### config.mk
export PLATFORM = sky130hd
export DESIGN_NAME = serial_dac_loader
export DESIGN_NICKNAME = d
export VERILOG_FILES = /design/src/rtl/sdl_pkg.sv /design/src/rtl/sdl_sync.sv /design/src/rtl/sdl_edge.sv /design/src/rtl/sdl_shift.sv /design/src/rtl/sdl_hold.sv /design/src/rtl/serial_dac_loader.sv
export SDC_FILE = /design/constraint.sdc
export NUM_CORES = 1
export LEC_CHECK = 0
export BUFFER_PORTS_ARGS = -buffer_cell sky130_fd_sc_hd__clkbuf_2
export CELL_PAD_IN_SITES_DETAIL_PLACEMENT = 1
export CELL_PAD_IN_SITES_GLOBAL_PLACEMENT = 2
export CORE_AREA = 2 2 66 68
export DETAILED_ROUTE_END_ITERATION = 8
export DIE_AREA = 0 0 68 70
export PLACE_DENSITY_LB_ADDON = 0.1
export REMOVE_ABC_BUFFERS = 1
export SYNTH_ARGS = -nofsm -noshare
export SYNTH_HDL_FRONTEND = slang
export SYNTH_SLANG_ARGS = --single-unit
### constraint.sdc
create_clock -name clk -period 1.67 [get_ports clk]
set_clock_uncertainty 0.15 [all_clocks]
set_input_delay 0.2505 -clock clk [delete_from_list [all_inputs] [get_ports clk]]
set_output_delay 0.2505 -clock clk [all_outputs]
set_load 0.02 [all_outputs]
### src/rtl/sdl_pkg.sv
package sdl_pkg;
  typedef enum logic [1:0] {
    SPAN_V0_5   = 2'b00,
    SPAN_I4_20  = 2'b01,
    SPAN_I0_20  = 2'b10,
    SPAN_I0_24  = 2'b11
  } span_e;

  localparam int SPAN_N = 4;

  function automatic logic [SPAN_N-1:0] span_decode(input logic [1:0] sel);
    span_e s;
    s = span_e'(sel);
    case (s)
      SPAN_V0_5:  return 4'b0001;
      SPAN_I4_20: return 4'b0010;
      SPAN_I0_20: return 4'b0100;
      default:    return 4'b1000;
    endcase
  endfunction
endpackage

### src/rtl/sdl_sync.sv
module sdl_sync #(
  parameter int WIDTH  = 3,
  parameter int STAGES = 2
) (
  input  logic             clk,
  input  logic             rst_n,
  input  logic [WIDTH-1:0] d_i,
  output logic [WIDTH-1:0] q_o
);
  logic [WIDTH-1:0] stage_q [STAGES];

  always_ff @(posedge clk or negedge rst_n) begin
    if (!rst_n) begin
      for (int i = 0; i < STAGES; i++) stage_q[i] <= '0;
    end else begin
      stage_q[0] <= d_i;
      for (int i = 1; i < STAGES; i++) stage_q[i] <= stage_q[i-1];
    end
  end

  assign q_o = stage_q[STAGES-1];
endmodule

### src/rtl/sdl_edge.sv
module sdl_edge (
  input  logic clk,
  input  logic rst_n,
  input  logic level_i,
  output logic rise_o
);
  logic prev_q;

  always_ff @(posedge clk or negedge rst_n) begin
    if (!rst_n) prev_q <= 1'b0;
    else        prev_q <= level_i;
  end

  assign rise_o = level_i & ~prev_q;
endmodule

### src/rtl/sdl_shift.sv
module sdl_shift #(
  parameter int W = 16
) (
  input  logic         clk,
  input  logic         rst_n,
  input  logic         shift_en_i,
  input  logic         bit_i,
  output logic [W-1:0] word_o,
  output logic         msb_o
);
  logic [W-1:0] sr_q;

  always_ff @(posedge clk or negedge rst_n) begin
    if (!rst_n)          sr_q <= '0;
    else if (shift_en_i) sr_q <= {sr_q[W-2:0], bit_i};
  end

  assign word_o = sr_q;
  assign msb_o  = sr_q[W-1];
endmodule

### src/rtl/sdl_hold.sv
module sdl_hold #(
  parameter int W = 16
) (
  input  logic         clk,
  input  logic         rst_n,
  input  logic         clear_i,
  input  logic         load_i,
  input  logic [W-1:0] word_i,
  output logic [W-1:0] code_o
);
  logic         hold_rst_n;
  logic [W-1:0] code_q;

  assign hold_rst_n = rst_n & ~clear_i;

  always_ff @(posedge clk or negedge hold_rst_n) begin
    if (!hold_rst_n)  code_q <= '0;
    else if (load_i)  code_q <= word_i;
  end

  assign code_o = code_q;
endmodule

### src/rtl/serial_dac_loader.sv
module serial_dac_loader #(
  parameter int WORD_W      = 16,
  parameter int SYNC_STAGES = 2
) (
  input  logic              clk,
  input  logic              rst_n,
  input  logic              sclk_i,
  input  logic              sdi_i,
  input  logic              latch_i,
  input  logic              clear_i,
  input  logic [1:0]        range_i,
  output logic              sdo_o,
  output logic [WORD_W-1:0] code_o,
  output logic [3:0]        span_oh_o
);
  localparam int PIN_N   = 3;
  localparam int P_SCLK  = 0;
  localparam int P_SDI   = 1;
  localparam int P_LATCH = 2;

  logic [PIN_N-1:0]  pins_s;
  logic              sclk_rise;
  logic              latch_rise;
  logic [WORD_W-1:0] shift_word;

  sdl_sync #(.WIDTH(PIN_N), .STAGES(SYNC_STAGES)) u_sync (
    .clk(clk), .rst_n(rst_n),
    .d_i({latch_i, sdi_i, sclk_i}), .q_o(pins_s)
  );

  sdl_edge u_sclk_edge (
    .clk(clk), .rst_n(rst_n), .level_i(pins_s[P_SCLK]), .rise_o(sclk_rise)
  );

  sdl_edge u_latch_edge (
    .clk(clk), .rst_n(rst_n), .level_i(pins_s[P_LATCH]), .rise_o(latch_rise)
  );

  sdl_shift #(.W(WORD_W)) u_shift (
    .clk(clk), .rst_n(rst_n), .shift_en_i(sclk_rise), .bit_i(pins_s[P_SDI]),
    .word_o(shift_word), .msb_o(sdo_o)
  );

  sdl_hold #(.W(WORD_W)) u_hold (
    .clk(clk), .rst_n(rst_n), .clear_i(clear_i), .load_i(latch_rise),
    .word_i(shift_word), .code_o(code_o)
  );

  assign span_oh_o = sdl_pkg::span_decode(range_i);
endmodule

==> results of run 1 <==
-- Yosys cell counts --
| cell type | count | area (um^2) |
|---|---|---|
| buf_12 | 1 | 20.0 |
| buf_6 | 3 | 33.8 |
| nor2b_4 | 1 | 13.8 |
| nor2_1 | 1 | 3.75 |
| and2_1 | 1 | 6.26 |
| nand2b_4 | 1 | 13.8 |
| mux2_4 | 20 | 300 |
| dfrtp_1 | 40 | 1000 |
| nor2b_1 | 3 | 18.8 |
| mux2_2 | 12 | 135 |
-- metrics by stage --
step	area (um^2)	total power [mW]	utilization	instances	hold WS, ns
CTS	1900	3.30	0.458	175	0.206
global route	1900	3.43	0.458	175	0.220
global placement	1730	2.42	0.418	162	0.114
floorplan	1490	2.14	-	79	-0.195
finish	1900	3.24	0.458	175	0.204
detailed placement	1730	2.45	0.418	162	0.121
-- registers in the layout (all words and copies together), names as in the netlist --
register and cells:
u_sclk_edge.prev_q 1, u_sync.q_o 3, u_hold.code_o 16, u_shift.word_o 16, u_sync.stage_q 3, u_latch_edge.prev_q 1
-- worst max-delay path, delay by kind of cell, from the launching register on --
| kind | cells | cell delay, ns |
|---|---|---|
| flops | 1 | 0.41 |
| mux | 1 | 0.34 |
| simple gates | 1 | 0.18 |
| buf+inv | 1 | 0.17 |
-- layout make-up --
type | count | area share
multi-input cells | 39 | 0.259
flip-flops and latches | 40 | 0.527
well taps | 52 | 0.0343
clock buffers | 5 | 0.0363
clock inverters | 3 | 0.0244
repair buffers | 36 | 0.119
-- metal layers --
metal	part of all wire	vias up	GRT usage	routed length (um)
li1	-	358	-	-
met3	0.054	6	0.0531	137
met1	0.46	404	0.166	1180
met4	0.026	0	0.0733	66
met5	0	-	0	0
met2	0.46	23	0.178	1150
-- kinds of logic (layout without fill, tap and decap cells) --
| logic type | after synthesis | in the layout |
|---|---|---|
| DFF | 40 | 40 |
| buffers and inverters | 4 | 44 |
| muxes | 32 | 32 |
| and+or+nand+nor | 7 | 7 |
-- timing repair --
| item | in CTS | in global routing |
|---|---|---|
| hold buffers | 5 | 0 |
| endpoints found under the hold margin | 43 | 0 |
| setup buffers | 0 | 0 |
-- power by group through the flow --
stage / clock (mW) / combinational (mW) / sequential [mW]
floorplan: 0 / 0.453 / 1.69
global placement: 0 / 0.897 / 1.53
CTS: 0.854 / 0.927 / 1.52
detailed placement: 0 / 0.914 / 1.54
global route: 0.884 / 0.973 / 1.57
finish: 0.818 / 0.907 / 1.51
-- worst min path at each step --
stage	start	slack [ns]	endpoint
floorplan	rst_n	-0.20	u_latch_edge.prev_q$_DFF_PN0_
global placement	rst_n	0.11	u_shift.word_o[15]$_DFFE_PN0P_
detailed placement	rst_n	0.12	u_shift.word_o[14]$_DFFE_PN0P_
CTS	u_sync.stage_q[3]$_DFF_PN0_	0.21	u_sync.q_o[0]$_DFF_PN0_
global route	u_sync.stage_q[3]$_DFF_PN0_	0.22	u_sync.q_o[0]$_DFF_PN0_
finish	u_sync.stage_q[3]$_DFF_PN0_	0.20	u_sync.q_o[0]$_DFF_PN0_
==> results.md, run 1 <==
- Critical path endpoint category: flip-flop
- Startpoint types: flip-flop
- Worst path max stage delay: 0.41 ns
- Max-cap violations: 0
- Final ANT Viol Nets: 0
- Worst reg2reg path startpoint: u_sclk_edge.prev_q$_DFF_PN0_
- R2R cell count: 3
- Internal power: 2.25 mW
- Pleak: ~0.96 nW
- Clk pwr share: 0.252
- Clock Latency Late Sink: ~0.3 ns
- Post-DP HPWL: 1630 um
- Post-CTS sizing: 0
- DP Worst Slack: 0.322 ns
- Clk buf depth: 2
- Status: complete, no violations
- Sequential share of power: 0.468
- Tcrit/Tclk final: 0.816
- Drt via density: approximately 4.5
- GRT overflow: 0
- Reg-to-reg endpoint: u_shift.word_o[11]$_DFFE_PN0P_
- Row count: 24
- Die X: roughly 68 um
- Xor and xnor fraction of the mapped netlist area: 0
- GPL Wtd Cong: between 0.6 and 0.7
- Root buffer cell: clkbuf_8
- Slowest cell on the critical path: dfrtp_1
- Initial Util: 0.373
- Fmax: 0.734 GHz
- WL/cell: 14.5 um
- Netlist Area Pre-Place: 1550 um^2
- DRT Pass-1 Iters: 2
- Number of vias in the routed layout: 791
- Max FO, Critical Path: 14
- Simple-Gate Fraction of Synth Area: 0.0364
- Chain of cells forming the critical path: nor2b_4, buf_12, mux2_2
- Area of the multi-input gates: between 400 and 500 um^2
- Synth Area in Compound Gates: 0
- Critical Path Source: u_sclk_edge.prev_q$_DFF_PN0_
- Worst Hold Path Cells: 0
- Die area: 4760 um^2
- CTS H-tree depth: 2
- GR Util All Layers: 0.128
- Hold crit path type: flip-flop to flip-flop
- Hold Vio Cnt, Final: 0
- Mux cell area share after synthesis: 0.282
- RSZ-0062 raised after global routing: false
- # setup viols final: 0
- Most common cell after layout, fill and taps aside: dfrtp_1
- Final setup margin: around 0.31 ns
- Critical Path AT: 1.40 ns
- Layout cells sized above 1: 0.593
- Largest net degree at the start of global routing: 25
- Clock sinks: 40
- YS warnings: 0
- Worst EP required: approximately 1.7 ns
- Psw: 0.986 mW
- Inserted Clock Buffers: 5
- Register area: 1000 um^2
- Synthesized flop and latch total: 40
- Slew HR: 0.790
- # diodes: 0
- Setup TNS: 0 ns
- Max Slew Vio Count: 0
- Yosys cell types: 10
- Power per cell area: 1710 nW/um^2
- Core ar.: just over 4000 um^2
- Worst-path clk slew: about 0.080 ns
- Area grow syn2layout: 22.7%
- Die span in y: approximately 70 um
- Iter 0 DRT Violations: 15
- Reg2Reg Setup Slack: roughly 0.3 ns
- Total Wirelength: 2540 um
- Post-synthesis adder-cell area fraction: 0
- Final net count: between 100 and 150
- Slew of the pin with the lowest slew margin: 0.315 ns
- Crit path time final: 1.36 ns
- Combinational share of power: 0.280
- Vias in the first global route: 843
- Peak supply drop: ~0.68 mV
- CTS tree: yes
- Post-Synthesis Cells: 83
- CP Capture Point: u_shift.word_o[11]$_DFFE_PN0P_
- I/O pins: 29
- Seq/Total Area, Yosys: 0.647
- Fillers: between 400 and 500
- Drt drc: 0
- Buffers added on ports: 28
- CP Class: flip-flop to flip-flop
- Most frequent cells in the layout: dfrtp_1, clkbuf_2, mux2_4
- Sw frac: 0.304
- First-pass GRT wire length: 4240 um
- Main combinational cell family by area after synthesis: multiplexers
- Synthesized area per cell: 18.6 um^2
- Initial antenna violation count: 0
Power figures use the tool's default switching activity.
==> inputs of run 2 (changes only) <==
CORE_AREA = 2 2 70 72   (was 2 2 66 68)
DIE_AREA = 0 0 72 74   (was 0 0 68 70)
clock period = 1.2 ns   (was 1.67 ns; I/O delays follow)
==> run 2 against run 1 <==
The run now ends with negative setup slack left. Sequential share of layout area fell by 5.0 points. Maximum frequency rose by 3.4%. Total power rose by 46%. Hold slack got worse by 0.0024 ns. Clock power rose by 10%.
==> results.md, run 2 (same netlist as run 1, synthesis figures left out) <==
- Total Wirelength: 2700 um (was 2540 um)
- Peak supply drop: 0.696 mV (was 0.676 mV)
- Final setup margin: -0.119 ns (was 0.307 ns)
- GR Util All Layers: 0.115 (was 0.128)
- Buffers added on ports: 28 (unchanged)
- Initial antenna violation count: 0 (unchanged)
- Startpoint types: flip-flop (unchanged)
- Hold crit path type: flip-flop to flip-flop (unchanged)
- Reg2Reg Setup Slack: -0.12 ns (was 0.31 ns)
- Tcrit/Tclk final: 1.10 (was 0.816)
- Fillers: 463 (was 420)
- First-pass GRT wire length: 4440 um (was 4240 um)
- R2R cell count: 3 (unchanged)
- # diodes: 0 (unchanged)
- Chain of cells forming the critical path: nor2b_4, clkbuf_16, mux2_4 (was nor2b_4, buf_12, mux2_2)
- Most common cell after layout, fill and taps aside: dfrtp_1 (unchanged)
- Vias in the first global route: 911 (was 843)
- Area after DPL: 1790 um^2 (was 1730 um^2)
- Die span in y: 74 um (was 70 um)
- Status: complete, but fails checks (was complete, no violations)
- CTS H-tree depth: 2 (unchanged)
- Max-cap violations: 0 (unchanged)
- Max Slew Vio Count: 0 (unchanged)
- Worst-path clk slew: 0.07 ns (was 0.08 ns)
- Die area: 5330 um^2 (was 4760 um^2)
- Finished Core Util: 0.456 (was 0.458)
- Hold Vio Cnt, Final: 0 (unchanged)
- Failing checks: negative setup slack
- Critical path endpoint category: flip-flop (unchanged)
- Clk buf depth: 2 (unchanged)
- Most frequent cells in the layout: dfrtp_1, mux2_4, clkbuf_2 (was dfrtp_1, clkbuf_2, mux2_4)
- Critical Path AT: 1.34 ns (was 1.40 ns)
- # setup viols final: 32 (was 0)
- Area grow syn2layout: 35.7% (was 22.7%)
- CP Class: flip-flop to flip-flop (unchanged)
- Slowest cell on the critical path: dfrtp_1 (unchanged)
- Hold-critical path endpoint: u_sync.q_o[0]$_DFF_PN0_ (unchanged)
- DRT Pass-1 Iters: 2 (unchanged)
- Final ANT Viol Nets: 0 (unchanged)
- Core ar.: 4600 um^2 (was 4140 um^2)
- Iter 0 DRT Violations: 19 (was 15)
- Worst reg2reg path startpoint: u_sclk_edge.prev_q$_DFF_PN0_ (unchanged)
- Row count: 25 (was 24)
- CP top delay family: flip-flops (unchanged)
- CTS tree: yes (unchanged)
- Root buffer cell: clkbuf_8 (unchanged)
- Fmax: 0.758 GHz (was 0.734 GHz)
- WL/cell: 14.2 um (was 14.5 um)
- Worst EP required: 1.22 ns (was 1.71 ns)
- Final Instance Count excl. Fillers: 190 (was 175)
- Power per cell area: 2250 nW/um^2 (was 1710 nW/um^2)
- Layout cells sized above 1: 0.618 (was 0.593)
- Worst path max stage delay: 0.40 ns (was 0.41 ns)
- Drt drc: 0 (unchanged)
- Hold_sp: u_sync.stage_q[3]$_DFF_PN0_ (unchanged)
- Design Area, Final: 2100 um^2 (was 1900 um^2)
- Largest net degree at the start of global routing: 25 (unchanged)
- Drt via density: 4.51 (was 4.52)
- Reg-to-reg endpoint: u_shift.word_o[3]$_DFFE_PN0P_ (was u_shift.word_o[11]$_DFFE_PN0P_)
- Pleak: 1.09 nW (was 0.958 nW)
- GRT overflow: 0 (unchanged)
- Placed Instances: 166 (was 162)
- Number of vias in the routed layout: 857 (was 791)
- Max FO, Critical Path: 8 (was 14)
- Post-layout power: 4.72 mW (was 3.24 mW)
- Slew of the pin with the lowest slew margin: 0.302 ns (was 0.315 ns)
- Final net count: 143 (was 130)
- Worst Path Buf+Inv: 1 (unchanged)
- Worst Hold Path Cells: 0 (unchanged)
- GPL Wtd Cong: 0.619 (was 0.678)
- Crit path time final: 1.32 ns (was 1.36 ns)
- Die X: 72 um (was 68 um)
- Initial Util: 0.336 (was 0.373)
- Post-DP HPWL: 1770 um (was 1630 um)
- Inserted Clock Buffers: 5 (unchanged)
- Slew HR: 0.799 (was 0.790)
- Area of the multi-input gates: 537 um^2 (was 492 um^2)
- RSZ-0062 raised after global routing: true (was false)
- Clock Latency Late Sink: 0.29 ns (was 0.30 ns)
- Clock sinks: 40 (unchanged)
- Register area: 1000 um^2 (unchanged)
- I/O pins: 29 (unchanged)
## run 2: worst reg2reg max path, delay by kind of cell (launching register included)
kind | cells | cell delay [ns]
DFF | 1 | 0.40
and+or+nand+nor | 1 | 0.17
buffers and inverters | 1 | 0.19
muxes | 1 | 0.30
## run 2: how the worst max path moves through the flow
stage,endpoint,depth (start not counted),start
3_3_place_gp,u_shift.word_o[12]$_DFFE_PN0P_,3,u_sclk_edge.prev_q$_DFF_PN0_
6_report,u_shift.word_o[3]$_DFFE_PN0P_,3,u_sclk_edge.prev_q$_DFF_PN0_
5_1_grt,u_shift.word_o[1]$_DFFE_PN0P_,3,u_sclk_edge.prev_q$_DFF_PN0_
3_5_place_dp,u_shift.word_o[12]$_DFFE_PN0P_,3,u_sclk_edge.prev_q$_DFF_PN0_
4_1_cts,u_shift.word_o[11]$_DFFE_PN0P_,3,u_sclk_edge.prev_q$_DFF_PN0_
2_1_floorplan,u_shift.word_o[10]$_DFFE_PN0P_,2,u_sclk_edge.prev_q$_DFF_PN0_
## run 2: per-stage QoR
stage          setup TNS [ns]  setup WS (ns)  hold WS (ns)
2_1_floorplan           -3.16         -0.219        -0.266
3_3_place_gp            -1.45        -0.0873        0.0423
3_5_place_dp            -1.61         -0.107        0.0483
4_1_cts                 -2.13         -0.123         0.205
5_1_grt                 -3.10         -0.162         0.223
6_report                -1.98         -0.119         0.201
## run 2: where the power goes
part	switching [mW]	internal, mW	total (mW)
Combinational	0.615	1.06	1.68
Sequential	0.324	1.81	2.13
Clock	0.434	0.469	0.903
## run 2: what timing repair did
| item | 4_1_cts | 5_1_grt |
|---|---|---|
| gates resized for setup | 7 | 23 |
| hold endpoints to repair | 43 | 0 |
| hold buffers | 5 | 0 |
| endpoints found under the setup margin | 32 | 42 |
| setup buffers | 0 | 10 |
| cloned | 0 | 1 |
## run 2: area by class of cell
cell class	count	area share
Tap cell	54	0.0322
Clock buffer	8	0.0429
Multi-Input combinational cell	39	0.256
Sequential cell	40	0.477
Timing Repair Buffer	49	0.192
## run 2: routing by layer
metal,wire (um),vias to the layer above,global-route usage,part of all wire
li1,-,386,-,-
met1,1210,441,0.143,0.45
met2,1310,23,0.173,0.49
met3,125,7,0.0339,0.046
met4,55,0,0.0818,0.020
met5,0,-,0,0
